[config.mk]
export PLATFORM = sky130hd
export DESIGN_NAME = chan_sequencer
export DESIGN_NICKNAME = d
export VERILOG_FILES = /design/src/rtl/chan_seq_pkg.sv /design/src/rtl/ch_picker.sv /design/src/rtl/avg_bank.sv /design/src/rtl/chan_sequencer.sv
export SDC_FILE = /design/constraint.sdc
export NUM_CORES = 1
export LEC_CHECK = 0
export ABC_AREA = 1
export BUFFER_PORTS_ARGS = -buffer_cell sky130_fd_sc_hd__buf_2
export CAP_MARGIN = 30
export CORE_MARGIN = 2
export CORE_UTILIZATION = 27
export DETAILED_ROUTE_END_ITERATION = 7
export PLACE_DENSITY = 0.54
export SETUP_SLACK_MARGIN = 0.15
export SYNTH_ARGS = -nofsm -noshare
export SYNTH_HDL_FRONTEND = slang
export SYNTH_HIERARCHICAL = 1
export SYNTH_SLANG_ARGS = --single-unit
[constraint.sdc]
create_clock -name clk -period 4.5 [get_ports clk]
set_clock_uncertainty 0.2 [all_clocks]
set_input_delay 0.45 -clock clk [delete_from_list [all_inputs] [get_ports clk]]
set_output_delay 0.45 -clock clk [all_outputs]
set_load 0.03 [all_outputs]
[src/rtl/chan_seq_pkg.sv]
package chan_seq_pkg;
  localparam int PASS_W = 8;

  typedef enum logic [2:0] {ST_IDLE, ST_SETTLE, ST_REQ, ST_WAIT, ST_HALT} seq_state_e;
  typedef enum logic [1:0] {MD_HALT = 2'd0, MD_ONCE = 2'd1, MD_LOOP = 2'd2, MD_FIXED = 2'd3} seq_mode_e;

  // log2 of the averaging window
  function automatic logic [3:0] avg_shift(input logic [1:0] sel, input logic fixed16);
    logic [3:0] s;
    if (fixed16) s = 4'd4;
    else begin
      case (sel)
        2'd0:    s = 4'd0;
        2'd1:    s = 4'd4;
        2'd2:    s = 4'd6;
        default: s = 4'd8;
      endcase
    end
    return s;
  endfunction

  // index of the last pass of a window
  function automatic logic [PASS_W-1:0] avg_last_pass(input logic [3:0] shift);
    logic [PASS_W:0] lim;
    lim = ((PASS_W+1)'(1) << shift) - (PASS_W+1)'(1);
    return lim[PASS_W-1:0];
  endfunction
endpackage

[src/rtl/ch_picker.sv]
module ch_picker #(
  parameter int NUM_CH = 16,
  localparam int CH_W = $clog2(NUM_CH)
) (
  input  logic [NUM_CH-1:0] mask,
  input  logic [CH_W:0]     lo,
  output logic              found,
  output logic [CH_W-1:0]   idx
);
  // lowest set bit at or above lo
  always_comb begin
    found = 1'b0;
    idx   = '0;
    for (int i = NUM_CH - 1; i >= 0; i--) begin
      if (mask[i] && (i >= int'(lo))) begin
        found = 1'b1;
        idx   = CH_W'(i);
      end
    end
  end
endmodule

[src/rtl/avg_bank.sv]
module avg_bank #(
  parameter int NUM_CH = 16,
  parameter int RES_W  = 12,
  parameter int REG_W  = 16,
  parameter int ACC_W  = 20,
  parameter int ADDR_W = 5,
  localparam int CH_W  = $clog2(NUM_CH),
  localparam int PAD   = REG_W - RES_W
) (
  input  logic              clk,
  input  logic              rst_n,
  input  logic              clr,
  input  logic              smp_vld,
  input  logic [CH_W-1:0]   smp_ch,
  input  logic [RES_W-1:0]  smp_val,
  input  logic              avg_on,
  input  logic              last_pass,
  input  logic [3:0]        shift,
  input  logic [ADDR_W-1:0] rd_addr,
  output logic [REG_W-1:0]  rd_data,
  output logic              stat_we
);
  logic [ACC_W-1:0] acc  [NUM_CH];
  logic [RES_W-1:0] stat [NUM_CH];
  logic [ACC_W-1:0] sum;
  logic [RES_W-1:0] wr_val;

  assign sum     = acc[smp_ch] + ACC_W'(smp_val);
  assign stat_we = smp_vld && (!avg_on || last_pass);
  assign wr_val  = avg_on ? RES_W'(sum >> shift) : smp_val;

  always_ff @(posedge clk) begin
    if (!rst_n) begin
      for (int i = 0; i < NUM_CH; i++) begin
        acc[i]  <= '0;
        stat[i] <= '0;
      end
    end else begin
      if (clr) begin
        for (int i = 0; i < NUM_CH; i++) acc[i] <= '0;
      end else if (smp_vld && avg_on) begin
        acc[smp_ch] <= last_pass ? '0 : sum;
      end
      if (stat_we) stat[smp_ch] <= wr_val;
    end
  end

  always_comb begin
    rd_data = '0;
    if (rd_addr < ADDR_W'(NUM_CH)) rd_data = {stat[rd_addr[CH_W-1:0]], {PAD{1'b0}}};
  end
endmodule

[src/rtl/chan_sequencer.sv]
module chan_sequencer
  import chan_seq_pkg::*;
#(
  parameter int NUM_CH      = 16,
  parameter int RES_W       = 12,
  parameter int REG_W       = 16,
  parameter int ADDR_W      = 5,
  parameter int SETTLE_BASE = 4,
  parameter int SETTLE_EXT  = 10
) (
  input  logic              clk,
  input  logic              rst_n,
  input  logic              mode_wr,
  input  logic [1:0]        mode_wdata,
  input  logic [NUM_CH-1:0] chan_en,
  input  logic [NUM_CH-1:0] settle_ext,
  input  logic [NUM_CH-1:0] avg_en,
  input  logic [1:0]        avg_sel,
  output logic              conv_start,
  input  logic              conv_done,
  input  logic [RES_W-1:0]  conv_result,
  output logic [ADDR_W-1:0] mux_addr,
  output logic              eoc,
  output logic              eos,
  input  logic [ADDR_W-1:0] rd_addr,
  output logic [REG_W-1:0]  rd_data
);
  localparam int CH_W  = $clog2(NUM_CH);
  localparam int ACC_W = RES_W + PASS_W;
  localparam int CNT_W = $clog2(SETTLE_EXT + 1);

  seq_state_e        state;
  seq_mode_e         mode_q;
  logic [CH_W-1:0]   cur_ch;
  logic [CNT_W-1:0]  settle_cnt, settle_len;
  logic [PASS_W-1:0] pass_cnt;
  logic              eoc_q, eos_q;

  // named internal events, also used by the checker
  logic              first_found, nxt_found;
  logic [CH_W-1:0]   first_idx, nxt_idx;
  logic              done_now, pass_end, last_pass, stat_we;
  logic [3:0]        shift;
  logic [1:0]        mode_now;

  ch_picker #(.NUM_CH(NUM_CH)) u_first (
    .mask(chan_en), .lo('0), .found(first_found), .idx(first_idx));
  ch_picker #(.NUM_CH(NUM_CH)) u_next (
    .mask(chan_en), .lo((CH_W+1)'(cur_ch) + (CH_W+1)'(1)),
    .found(nxt_found), .idx(nxt_idx));

  assign shift      = avg_shift(avg_sel, mode_q == MD_FIXED);
  assign last_pass  = (pass_cnt == avg_last_pass(shift));
  assign settle_len = settle_ext[cur_ch] ? CNT_W'(SETTLE_EXT) : CNT_W'(SETTLE_BASE);
  assign done_now   = (state == ST_WAIT) && conv_done && !mode_wr;
  assign pass_end   = done_now && !nxt_found;
  assign conv_start = (state == ST_REQ);
  assign mux_addr   = ADDR_W'(cur_ch);
  assign eoc        = eoc_q;
  assign eos        = eos_q;
  assign mode_now   = mode_q;

  avg_bank #(
    .NUM_CH(NUM_CH), .RES_W(RES_W), .REG_W(REG_W), .ACC_W(ACC_W), .ADDR_W(ADDR_W)
  ) u_bank (
    .clk(clk), .rst_n(rst_n), .clr(mode_wr), .smp_vld(done_now), .smp_ch(cur_ch),
    .smp_val(conv_result), .avg_on(avg_en[cur_ch]), .last_pass(last_pass),
    .shift(shift), .rd_addr(rd_addr), .rd_data(rd_data), .stat_we(stat_we));

  always_ff @(posedge clk) begin
    if (!rst_n) begin
      state      <= ST_IDLE;
      mode_q     <= MD_HALT;
      cur_ch     <= '0;
      settle_cnt <= '0;
      pass_cnt   <= '0;
      eoc_q      <= 1'b0;
      eos_q      <= 1'b0;
    end else begin
      eoc_q <= done_now;
      eos_q <= pass_end;
      if (mode_wr) begin
        mode_q     <= seq_mode_e'(mode_wdata);
        state      <= ST_IDLE;
        cur_ch     <= '0;
        settle_cnt <= '0;
        pass_cnt   <= '0;
      end else begin
        case (state)
          ST_IDLE: begin
            if (mode_q != MD_HALT && first_found) begin
              cur_ch     <= first_idx;
              settle_cnt <= '0;
              state      <= ST_SETTLE;
            end
          end
          ST_SETTLE: begin
            if (settle_cnt == settle_len - CNT_W'(1)) state <= ST_REQ;
            else settle_cnt <= settle_cnt + CNT_W'(1);
          end
          ST_REQ: state <= ST_WAIT;
          ST_WAIT: begin
            if (conv_done) begin
              settle_cnt <= '0;
              if (nxt_found) begin
                cur_ch <= nxt_idx;
                state  <= ST_SETTLE;
              end else begin
                pass_cnt <= last_pass ? '0 : pass_cnt + PASS_W'(1);
                if (mode_q == MD_ONCE) state <= ST_HALT;
                else if (first_found) begin
                  cur_ch <= first_idx;
                  state  <= ST_SETTLE;
                end else state <= ST_IDLE;
              end
            end
          end
          ST_HALT: state <= ST_HALT;
          default: state <= ST_IDLE;
        endcase
      end
    end
  end
endmodule

==> flow_summary.yaml <==
synthesis:
  synth-compound-area-share: 0.1141
  synth_fa_ha_area_frac: 0.008932
  ys_seq_area_frac: 0.5767
  synth-simple-area-share: 0.2376
  async_flop_share: 0
  ys_top_cells_by_area: "edfxtp_1 (56%), nor2_1 (8.3%), nand2_1 (7.7%), nand3_1 (3.4%), a22oi_1 (2.8%)"
  synth_edf_count: 512
  yosys_most_used_dff: "edfxtp_1"
  synth.avg_cell_area_um2: 9.451
  synth-xor-area-share: 0.007337
  synth_top_area_frac: 0.5600
  yosysMostFrequentCell: "nor2_1"
  ys_ff_latch: 535
  synth_area_um2: 27460
  synth_cells: 2905
  synth_common_cells: "nor2_1 (604), nand2_1 (563), edfxtp_1 (512)"
  yosys.area.top_type: "edfxtp_1"
  synth_top_family_by_area: "simple AND/OR/NAND/NOR gates"
  yosysWarnings: 6
  synth_cell_types: 60
  synthMuxAreaShare: 0
sta:
  fmax_mhz: 231.2
  rsz0062_at_grt: "yes"
  finalHoldViolCount: 0
  period_needed_ps: 4324
  finalCritPeriodShare: 0.9610
  worst_pin_slew_ps: 947.6
  relSlewSlack: 0.3676
  drv_slew: 0
  setup_violations: 0
final_layout:
  final_core_util: 0.3278
  nNetsFinal: 3154
  syn_to_final_growth_pct: 19.90
  drive_above_1_share: 0.1970
global_route:
  grt-ovfl-total: 0
  antenna_found_initial: 1
  grt_usage: 0.1569
  grt_start_max_net_pins: 97
  grt_pass1_wl_mm: 126.4
  grt_pass1_vias: 20550
critical_path:
  crit_path_end_kind: "register"
  crit_type: "reg -> reg"
  cp.arrival_ps: 4500
  worstPathRequired_ps: 4670
  cpPeakStageDelay_ps: 430
  crit_top_cell: "nand3_1"
  crit_chain: "buf_12, inv_6, nor2_4, buf_12, clkbuf_16, a22oi_2, a21boi_0, a2111o_1, ha_4, nand2_1, nand2_1, o21ai_2, buf_4, o21ai_2, nand3_1, nand3_1, nand3_1, nand3_1, nand3_1, a31oi_1, nand3_2, nand2_4, clkbuf_16, nor2_1"
  cpMaxStageDelayCell: "a2111o_1"
  reg2reg_depth: 24
  critPathMaxFanout: 16
  critPathLaunchType: "register"
clock_tree:
  ctsLongestPathBuffers: 3
  clock_latency_ps: 640
  h-tree-depth: 2
  clkTransAtPathRegs_ps: 60
  cts_tree: "done"
  cts.sinks: 535
  cts.root.buffer_cell: "clkbuf_16"
  cts_buffers: 56
placed_design:
  gp_congestion: 0.8733
  dp_hpwl_mm: 54.63
  portBuffers: 91
drt:
  vias_per_cell: 4.862
  drtIter0Drc: 1908
  met1_length_mm: 38.26
  ant_nets: 0
  wl_met2_mm: 40.66
  dr_wl_met3_mm: 4.905
  wirelength_mm: 85.00
  drc: 0
  routed.top_layer: "met5"
  drt_pass1_iterations: 5
  num_vias: 21700
  wl_per_cell_um: 19.04
floorplanning:
  placementRows: 116
  die-area_um2: 104300
  die_h_um: 322.9
  core_area_um2: 100400
  die_w_um: 322.9
  initial_utilization: 0.2734
  ios: 97
run:
  max_cap_violations: 0
worst_hold_path:
  worstHoldPathCells: 3
  hp-class: "in -> reg"
pwr:
  ir_drop_mv: 0.3399
  p_leak_nw: 12.93
  fin_total_pwr_mw: 12.90
  cellPowerDensity_nw_per_um2: 391.8
outcome:
  status: "finished, final reports clean"
per-layer routing:
metal  global-route usage  vias to the layer above
li1                     -                    10260
met1               0.2191                    10700
met2               0.2613                      646
met3              0.02022                       98
met4              0.02966                        2
met5                    0                        -
per-stage QoR:
step / instances / worst slack [ps] / hold WS [ps] / setup TNS (ps) / cell area [um2]
3_5_place_dp: 4337 / -5.861 / 289.5 / -6.966 / 30250
3_3_place_gp: 4337 / -65.35 / 271.9 / -982.8 / 30250
2_1_floorplan: 2942 / 155.9 / 251.6 / 0 / 27620
5_1_grt: 4463 / 10.26 / 25.80 / 0 / 32920
4_1_cts: 4446 / 132.2 / 5.249 / 0 / 32200
6_report: 4464 / 175.6 / 30.48 / 0 / 32920
worst max-delay path, delay by kind of cell, from the launching register on:
| family | cells | cell delay [ps] |
|---|---|---|
| AOI/OAI and AO/OA | 6 | 1170 |
| and+or+nand+nor | 11 | 1150 |
| buffers and inverters | 6 | 820 |
| DFF | 1 | 380 |
| adders and majority gates | 1 | 320 |
sequential cells by signal, indices dropped and copies added (netlist names):
signal	count
mode_now	2
pass_cnt	8
u_bank/stat	192
settle_cnt	4
cur_ch	4
state	3
eoc	1
u_bank/acc	320
eos	1
cell families after synthesis:
logic type | count (synthesis)
AO/OA/AOI/OAI | 474
other | 2
adder cells (fa/ha/maj) | 19
AND/OR/NAND/NOR | 1508
buffers and inverters | 344
XOR/XNOR | 23
flip-flops | 535
cell usage in the layout (no fill, tap or decap), types with 15 or more instances in the layout:
cell type,count
a21oi_1,81
a21oi_2,22
a22oi_1,85
a22oi_2,19
buf_12,28
buf_2,91
buf_4,133
clkbuf_16,63
conb_1,39
dfxtp_1,21
edfxtp_1,512
inv_1,110
inv_2,27
nand2_1,548
nand2_2,36
nand3_1,168
nand3_2,29
nand4_1,15
nor2_1,598
nor2_2,52
nor2_4,15
o211ai_1,18
o21ai_0,127
o221ai_1,35
o22ai_1,18
xor2_1,16
layout make-up:
type	instances	area (um2)
Clock buffer	66	1439
Fill cell	10360	67520
Inverter	141	534.3
Tap cell	1357	1698
Sequential cell	535	15840
Antenna cell	1	2.502
Timing Repair Buffer	264	2245
Clock inverter	36	397.9
Multi-Input combinational cell	2064	10760
worst paths after layout:
check | start | endpoint | slack (ps)
worst max-delay path | cur_ch[0] | u_bank/stat[7][4] | 180
worst min register to register | settle_cnt[3] | settle_cnt[3] | 300
worst max register to register | cur_ch[0] | u_bank/stat[7][4] | 180
worst min-delay path | mode_wr | mode_now[0] | 30
what timing repair did:
item,CTS,global route
hold buffers,3,0
buffers inserted,4,9
endpoints found under the hold margin,4,0
pin swaps,5,22
gates resized for setup,9,96
setup endpoints to repair,120,226
cloned,0,8
power breakdown:
part / leakage (nW) / total (mW) / internal [mW] / switching [mW]
combinational: 6.27 / 2.55 / 0.810 / 1.74
sequential: 5.76 / 5.67 / 5.61 / 0.0596
clock: 0.900 / 4.67 / 2.69 / 1.98
total: 12.9 / 12.9 / 9.11 / 3.78
Note: power is estimated with default switching activity, not from simulation.
